--- src/rtl/sx_pkg.sv ---
package sx_pkg;

    typedef enum logic [1:0] {
        SX_IDLE      = 2'd0,
        SX_FETCH_SRC = 2'd1,
        SX_FETCH_DST = 2'd2,
        SX_STORE     = 2'd3
    } sx_state_e;

    localparam logic [1:0] SX_CC_ZERO    = 2'd0;
    localparam logic [1:0] SX_CC_NONZERO = 2'd1;

    typedef struct packed {
        logic [7:0] dst;
        logic [7:0] src;
    } sx_pair_t;

    typedef struct packed {
        logic finish;
        logic abort;
    } sx_end_t;

    function automatic logic [7:0] sx_combine(input sx_pair_t p);
        return p.dst ^ p.src;
    endfunction

    function automatic logic [1:0] sx_code(input logic nonzero);
        return nonzero ? SX_CC_NONZERO : SX_CC_ZERO;
    endfunction

endpackage

--- src/rtl/sx_ctrl.sv ---
module sx_ctrl
    import sx_pkg::*;
(
    input  logic      clk,
    input  logic      rst,
    input  logic      start,
    input  logic      imm,
    input  logic      last,
    input  logic      mem_fault,
    output sx_state_e state,
    output logic      launch,
    output logic      adv,
    output sx_end_t   ends,
    output logic      done,
    output logic      fault
);

    sx_state_e nxt;

    always_comb begin
        nxt    = state;
        launch = 1'b0;
        adv    = 1'b0;
        ends   = '0;
        case (state)
            SX_IDLE: begin
                if (start) begin
                    launch = 1'b1;
                    nxt    = imm ? SX_FETCH_DST : SX_FETCH_SRC;
                end
            end
            SX_FETCH_SRC: begin
                if (mem_fault) begin
                    ends.abort = 1'b1;
                    nxt        = SX_IDLE;
                end else begin
                    nxt = SX_FETCH_DST;
                end
            end
            SX_FETCH_DST: begin
                if (mem_fault) begin
                    ends.abort = 1'b1;
                    nxt        = SX_IDLE;
                end else begin
                    nxt = SX_STORE;
                end
            end
            SX_STORE: begin
                if (mem_fault) begin
                    ends.abort = 1'b1;
                    nxt        = SX_IDLE;
                end else if (last) begin
                    ends.finish = 1'b1;
                    nxt         = SX_IDLE;
                end else begin
                    adv = 1'b1;
                    nxt = SX_FETCH_SRC;
                end
            end
            default: nxt = SX_IDLE;
        endcase
    end

    always_ff @(posedge clk) begin
        if (rst) begin
            state <= SX_IDLE;
            done  <= 1'b0;
            fault <= 1'b0;
        end else begin
            state <= nxt;
            done  <= ends.finish | ends.abort;
            fault <= ends.abort;
        end
    end

endmodule

--- src/rtl/sx_addr_gen.sv ---
module sx_addr_gen #(
    parameter int AW = 16,
    parameter int LW = 8
) (
    input  logic          clk,
    input  logic          rst,
    input  logic          load,
    input  logic          imm,
    input  logic [AW-1:0] dst_in,
    input  logic [AW-1:0] src_in,
    input  logic [LW-1:0] len_in,
    input  logic          adv,
    input  logic          sel_src,
    output logic [AW-1:0] addr,
    output logic          last
);

    logic [AW-1:0] dst_base;
    logic [AW-1:0] src_base;
    logic [LW-1:0] len_q;
    logic [LW-1:0] off;

    always_ff @(posedge clk) begin
        if (rst) begin
            dst_base <= '0;
            src_base <= '0;
            len_q    <= '0;
            off      <= '0;
        end else if (load) begin
            dst_base <= dst_in;
            src_base <= src_in;
            len_q    <= imm ? '0 : len_in;
            off      <= '0;
        end else if (adv) begin
            off <= off + 1'b1;
        end
    end

    assign addr = (sel_src ? src_base : dst_base) + AW'(off);
    assign last = (off == len_q);

endmodule

--- src/rtl/sx_cc_acc.sv ---
module sx_cc_acc
    import sx_pkg::*;
(
    input  logic       clk,
    input  logic       rst,
    input  logic       clear,
    input  logic       acc_en,
    input  logic       commit,
    input  logic [7:0] res_byte,
    output logic [1:0] cc
);

    logic nz;
    logic nz_next;

    assign nz_next = nz | (acc_en & (|res_byte));

    always_ff @(posedge clk) begin
        if (rst) begin
            nz <= 1'b0;
            cc <= SX_CC_ZERO;
        end else begin
            if (clear) begin
                nz <= 1'b0;
            end else if (acc_en) begin
                nz <= nz_next;
            end
            if (commit) begin
                cc <= sx_code(nz_next);
            end
        end
    end

endmodule

--- src/rtl/sx_engine.sv ---
module sx_engine
    import sx_pkg::*;
#(
    parameter int AW = 16,
    parameter int LW = 8
) (
    input  logic          clk,
    input  logic          rst,
    input  logic          start,
    input  logic          imm_mode,
    input  logic [AW-1:0] dst_addr,
    input  logic [AW-1:0] src_addr,
    input  logic [LW-1:0] len_code,
    input  logic [7:0]    imm_data,
    output logic          mem_req,
    output logic          mem_we,
    output logic [AW-1:0] mem_addr,
    output logic [7:0]    mem_wdata,
    input  logic [7:0]    mem_rdata,
    input  logic          mem_fault,
    output logic          done,
    output logic          fault,
    output logic [1:0]    cc
);

    sx_state_e state;
    sx_end_t   ends;
    sx_pair_t  pair_q;
    logic      launch;
    logic      adv;
    logic      last;

    sx_ctrl u_ctrl (
        .clk       (clk),
        .rst       (rst),
        .start     (start),
        .imm       (imm_mode),
        .last      (last),
        .mem_fault (mem_fault),
        .state     (state),
        .launch    (launch),
        .adv       (adv),
        .ends      (ends),
        .done      (done),
        .fault     (fault)
    );

    sx_addr_gen #(.AW(AW), .LW(LW)) u_addr (
        .clk     (clk),
        .rst     (rst),
        .load    (launch),
        .imm     (imm_mode),
        .dst_in  (dst_addr),
        .src_in  (src_addr),
        .len_in  (len_code),
        .adv     (adv),
        .sel_src (state == SX_FETCH_SRC),
        .addr    (mem_addr),
        .last    (last)
    );

    always_ff @(posedge clk) begin
        if (rst) begin
            pair_q <= '0;
        end else begin
            if (launch && imm_mode) begin
                pair_q.src <= imm_data;
            end
            if (state == SX_FETCH_SRC && !mem_fault) begin
                pair_q.src <= mem_rdata;
            end
            if (state == SX_FETCH_DST && !mem_fault) begin
                pair_q.dst <= mem_rdata;
            end
        end
    end

    assign mem_req   = (state != SX_IDLE);
    assign mem_we    = (state == SX_STORE);
    assign mem_wdata = sx_combine(pair_q);

    sx_cc_acc u_cc (
        .clk      (clk),
        .rst      (rst),
        .clear    (launch),
        .acc_en   ((state == SX_STORE) && !mem_fault),
        .commit   (ends.finish),
        .res_byte (mem_wdata),
        .cc       (cc)
    );

endmodule

--- config.mk ---
export PLATFORM = sky130hd
export DESIGN_NAME = sx_engine
export DESIGN_NICKNAME = d
export VERILOG_FILES = /design/src/rtl/sx_pkg.sv /design/src/rtl/sx_ctrl.sv /design/src/rtl/sx_addr_gen.sv /design/src/rtl/sx_cc_acc.sv /design/src/rtl/sx_engine.sv
export SDC_FILE = /design/constraint.sdc
export NUM_CORES = 1
export LEC_CHECK = 0
export BUFFER_PORTS_ARGS = -buffer_cell sky130_fd_sc_hd__buf_2
export CAP_MARGIN = 20
export CORE_MARGIN = 2
export CORE_UTILIZATION = 45
export CTS_BUF_LIST = sky130_fd_sc_hd__clkbuf_2 sky130_fd_sc_hd__clkbuf_4 sky130_fd_sc_hd__clkbuf_8
export CTS_CLUSTER_SIZE = 25
export DETAILED_ROUTE_END_ITERATION = 16
export PLACE_DENSITY = 0.82
export SKIP_CTS_REPAIR_TIMING = 1
export SYNTH_ARGS = -nofsm -noshare
export SYNTH_HDL_FRONTEND = slang
export SYNTH_SLANG_ARGS = --single-unit
--- constraint.sdc ---
create_clock -name clk -period 3 [get_ports clk]
set_clock_uncertainty 0.15 [all_clocks]
set_input_delay 0.3 -clock clk [delete_from_list [all_inputs] [get_ports clk]]
set_output_delay 0.3 -clock clk [all_outputs]
set_load 0.01 [all_outputs]
# Word-level counts from Yosys, hierarchy flattened
# Cells that the tools add are included.
# Widths: inputs -> output; s select.
# classes
add_sub_neg,2
n_eq_ne,5
n_mux,22
bitwise_logic,4
reduce_logical,11
# op_table
op,n
$mux 8,3
$add 16x8->16,1
$mux 16,1
$mux 1,13
$add 8x1->8 const B,1
$eq 8x8->1,1
$mux 2,4
$pmux 2 s4,1
$reduce_or 8->1,1
$xor 8x8->8,1
$eq 2x2->1 const B,2
$logic_and 1x1->1,4
$reduce_bool 2->1,2
$reduce_or 3->1,1
$eq 2x1->1 const B,1
$logic_not 2->1,1
$ne 2x2->1 const B,1
$or 1x1->1,2
$reduce_or 2->1,1
$and 1x1->1,1
$logic_not 1->1,1
# word_totals
ff_bits,71
input_bits,61
word_cells,55

# Longest topological paths before layout
# logic_depth
ltp_word,5
mapped_depth,13

# Hierarchy
# A second synthesis with hierarchy kept.
# unflattened
hier_cells,399
area_unflattened_um2,3668.5
# by_module_without_submodules
module,n_inst,cells_per_inst,area_each_um2,seq_area_each_um2
sx_addr_gen,1,282,2582.5,960.9
sx_engine,1,86,802.0,320.3
sx_ctrl,1,20,188.9,80.1
sx_cc_acc,1,11,95.1,40.0

# Worst setup path after synthesis
# Ideal clock, no wire load.
# synth_timing
path_kind,register to output
start,reg u_ctrl.state[1]
end,out mem_addr[15]
arrival_ns,2.755
t_required_ns,2.550
slack_ns,-0.205
path_stages_with_launch,12
path_cell_list,dfxtp_1 -> nand2b_1 -> buf_2 -> buf_2 -> buf_4 -> mux2_2 -> ha_1 -> o211ai_1 -> o21ai_2 -> a41oi_2 -> nor4_1 -> xnor2_1
# synth_between
elab_chain_cells,3
# synth_rtl
element,line_no,rtl
from (decl),sx_ctrl.sv:10,"output sx_state_e state,"
from (signal assigned),sx_ctrl.sv:70,state <= nxt;
$eq 2x1->1,sx_engine.sv:57,".sel_src (state == SX_FETCH_SRC),"
$mux 16,sx_addr_gen.sv:39,assign addr = (sel_src ? src_base : dst_base) + AW'(off);
$add 16x8->16,sx_addr_gen.sv:39,
to (decl),sx_engine.sv:17,"output logic [AW-1:0] mem_addr,"
# No other way between the ends.

# Worst setup path in the final report
# layout_timing
start,reg u_ctrl.state[1]
end,out mem_addr[10]
# Same word-level chain as after synthesis.

==> flow_summary_export.csv <==
group,metric,value,unit
run_status,run_status,"finished, violations left",
run_status,violations,"setup timing",
critical_path,timing.critical_path.slowest_stage_cell,"o211ai_1",
detailed_routing,drcViolationCount,0,
cts,cts.path.max_buffers,2,
detailed_routing,dr_total_vias,3410,
critical_path,worst-path-max-fanout,6,
cts,cts.reportedPaths.clkPinSlew,0.07,ns
die,die_outline_area,8693,µm²
placed_design,placed_cells_incl_taps,609,
global_route,globalRouteOverflowTotal,0,
sta,tightestPinTransition,0.5539,ns
sta,finalCriticalPeriod,3.219,ns
critical_path,worst_setup_path_start_kind,"register",
critical_path,rr_startpoint,"u_ctrl.state[0]$_SDFFE_PP0P_",
cells_and_area,area.sequential,1404,µm²
cells_and_area,drive_above_1_share,0.3087,
pwr,total_power,2234,µW
sta,finalWorstSetupSlack,-0.2187,ns
critical_path,worstRegToRegCells,5,
synthesis,synth_seq_cells,70,
critical_path,worst-path-buf-inv,4,
worst_hold_path,min-delay-start,"src_addr[10]",
sta,report.final.slew_viol_count,0,
worst_hold_path,min-delay-path-class,"input pin to register",
global_route,grt_antenna_before_repair,0,
synthesis,average_cell_area_after_synthesis,8.353,µm²
critical_path,timing.rr.end,"u_addr.off[7]$_SDFFE_PP0P_",
cells_and_area,most_frequent_cells_in_the_layout,"89 x buf_2, 88 x nand2_1, 68 x dfxtp_1, 48 x a21oi_1, 32 x nor2_1",
die,die-width,93.24,µm
detailed_routing,firstDrtPassIters,5,
critical_path,criticalPathCategory,"register to output port",
cts,cts_tree,"yes",
global_route,grt_pass1_wl,14680,µm
critical_path,launch_point_of_the_worst_path,"u_ctrl.state[1]$_SDFFE_PP0P_",
cells_and_area,finish.cell_count_without_fillers,630,
run,number_of_max_cap_violations,0,
synthesis,synth_edf_count,0,
synthesis,yosys_most_used_dff,"dfxtp_1",
synthesis,ys_warn_count,0,
detailed_routing,antenna_violating_nets_post_route,0,
placed_design,pre_cts_slack,-0.01503,ns
sta,finalCritPeriodShare,1.073,
critical_path,cp.required,2.55,ns
synthesis,post_synth_inst_count,429,
pwr,leakagePower,0.001994,µW
cells_and_area,diodes,0,
cts,clock_tree.htree_level_count,3,
sta,slew_headroom,0.6307,
critical_path,critical-path-top-delay-family,"compound AO/OA/AOI/OAI gates",
die,floorplan.initialDensity,0.4637,
cells_and_area,final.fill_count,629,
critical_path,cp_data_arrival_time,2.77,ns
cells_and_area,multiInputGateArea,2220,µm²
placed_design,detailed_place_hpwl,6561,µm
synthesis,synth-seq-area-share,0.3911,
detailed_routing,post_drt_via_cell_ratio,5.413,
critical_path,endpoint,"mem_addr[10]",
cts,total_cts_buffers,9,
cts,clock_tree.root_cell,"clkbuf_8",
die,std_cell_rows,32,
pwr,worst_vdd_drop,330.2,µV
global_route,number_of_global_route_vias_before_repair,3281,
sta,finalHoldWorstSlack,0.03914,ns
placed_design,portBuffers,89,
die,die-height,93.24,µm
die,design.core.area,7727,µm²
detailed_routing,drt-initial-drc-count,227,
synthesis,post_synth_num_cell_types,46,
critical_path,path_cells,"nand2b_4 > buf_12 > mux2_4 > ha_4 > buf_6 > o211ai_1 > a21oi_2 > o211ai_1 > buf_4 > xor2_1 > buf_2",
synthesis,synth_area,3583,µm²
cells_and_area,leading_cell_type_in_the_layout_fill_and_taps_excluded,"buf_2",
placed_design,place.gp.congestion,0.8786,
critical_path,critical-path-top-cell-by-count,"o211ai_1",
cts,cts_sinks,70,
cells_and_area,areaGrowthSynthToFinish,28.46,%
critical_path,worst_path_largest_cell_delay,0.34,ns
sta,report.final.setup_viol,10,
detailed_routing,wirelength,9561,µm
cells_and_area,nNetsFinal,597,
critical_path,endpoint_kind,"output port",
die,ios,91,
sta,clock.fmax,0.3107,GHz
global_route,globalRouteTotalUtil,0.2102,
synthesis,synth.net_count,501,
critical_path,critical_path_depth,11,
cts,clk-insertion-delay-late,0.34,ns
detailed_routing,avgRoutedWirePerCell,15.18,µm
critical_path,flop_to_flop_setup_slack,1.03,ns
sta,final_hold_viol_count,0,
sta,grt_setup_unrepaired,"yes",
synthesis,async_reset_ff_frac,0,
sta,finalSetupTns,-1.030,ns
pwr,power_per_cell_area,485.4,nW/µm²
global_route,grt_max_degree,43,
layout make-up:
type | count | share of cell area
multi-input cells | 328 | 0.4822
clock buffers | 10 | 0.02990
clock inverters | 4 | 0.01577
repair buffers | 110 | 0.1345
well taps | 102 | 0.02772
flip-flops and latches | 70 | 0.3050
inverters | 6 | 0.004893
synth_stat cells (2+ instances only):
| cell type | number | share of area |
|---|---|---|
| or4_1 | 2 | 0.0042 |
| nand3b_1 | 8 | 0.017 |
| nand3_1 | 3 | 0.0042 |
| o21ai_2 | 2 | 0.0049 |
| a31oi_1 | 4 | 0.0070 |
| o21ai_0 | 3 | 0.0042 |
| and3_1 | 4 | 0.0070 |
| nand4_2 | 2 | 0.0070 |
| buf_1 | 2 | 0.0021 |
| clkbuf_1 | 15 | 0.016 |
| nand2_1 | 88 | 0.092 |
| xor2_1 | 12 | 0.029 |
| xnor2_1 | 21 | 0.051 |
| a21boi_1 | 2 | 0.0042 |
| nor3_1 | 6 | 0.0084 |
| a211oi_1 | 9 | 0.019 |
| o211ai_1 | 4 | 0.0084 |
| and2_1 | 3 | 0.0052 |
| a21oi_1 | 51 | 0.071 |
| dfxtp_1 | 70 | 0.39 |
| nand4_1 | 2 | 0.0035 |
| mux2i_1 | 25 | 0.070 |
| buf_2 | 5 | 0.0070 |
| nand2b_1 | 3 | 0.0052 |
| nor2_1 | 33 | 0.035 |
| ha_1 | 10 | 0.035 |
| a21o_1 | 2 | 0.0042 |
| mux2_2 | 9 | 0.028 |
| inv_1 | 6 | 0.0063 |
| nor4_1 | 4 | 0.0070 |
| buf_4 | 3 | 0.0063 |
| o31ai_1 | 2 | 0.0042 |
flip-flops by register name, indices dropped and copies added (netlist names):
name             flops
u_addr.src_base     16
u_ctrl.fault         1
pair_q              16
u_addr.off           8
u_cc.cc              1
u_addr.len_q         8
u_cc.nz              1
u_addr.dst_base     16
u_ctrl.done          1
u_ctrl.state         2
how the worst min path moves through the flow:
| stage | endpoint | slack (ns) | depth (start not counted) |
|---|---|---|---|
| after floorplan | u_addr.dst_base[0]$_SDFFE_PP0P_ | 0.28 | 2 |
| after global placement | u_addr.dst_base[15]$_SDFFE_PP0P_ | 0.29 | 2 |
| after detailed placement | u_addr.dst_base[7]$_SDFFE_PP0P_ | 0.30 | 2 |
| after CTS | u_addr.src_base[13]$_SDFFE_PP0P_ | 0.03 | 3 |
| after global routing | u_addr.src_base[12]$_SDFFE_PP0P_ | 0.03 | 3 |
| final | u_addr.src_base[10]$_SDFFE_PP0P_ | 0.04 | 3 |
cell families (layout without fill, tap and decap cells):
logic type,Yosys count,after routing,share of synthesized area
xor gates and xnor gates,33,33,0.08066
buffers and inverters,31,130,0.03736
and+or+nand+nor,165,165,0.2105
DFF,70,70,0.3911
other,1,1,0.001046
adders and majority gates,11,11,0.04050
muxes,34,34,0.09812
AOI/OAI and AO/OA,84,84,0.1407
per-stage QoR:
step,cell area (µm²),util
5_1_grt,4603,0.5957
6_report,4603,0.5957
2_1_floorplan,3608,-
3_5_place_dp,4179,0.5408
3_3_place_gp,4179,0.5408
4_1_cts,4389,0.5680
worst register-to-register path: stages (launching register included):
cell and delay, ns:
dfxtp_2 0.36, buf_4 0.13, and3b_1 0.38, nand4_1 0.22, or4_1 0.50, a21boi_1 0.16
report_power, final:
part	switching [µW]	leakage [µW]	total, µW	internal [µW]
clock network	342	0.000104	822	480
logic	221	0.00132	395	175
registers	36.9	0.000572	1020	980
layer usage:
metal | routed length [µm] | vias to the layer above | GRT usage
li1 | - | 1660 | -
met1 | 4021 | 1613 | 0.2521
met2 | 4767 | 120 | 0.3609
met3 | 615 | 17 | 0.05479
met4 | 157 | 0 | 0.07721
met5 | 0 | - | 0
Power figures use the tool's default switching activity.
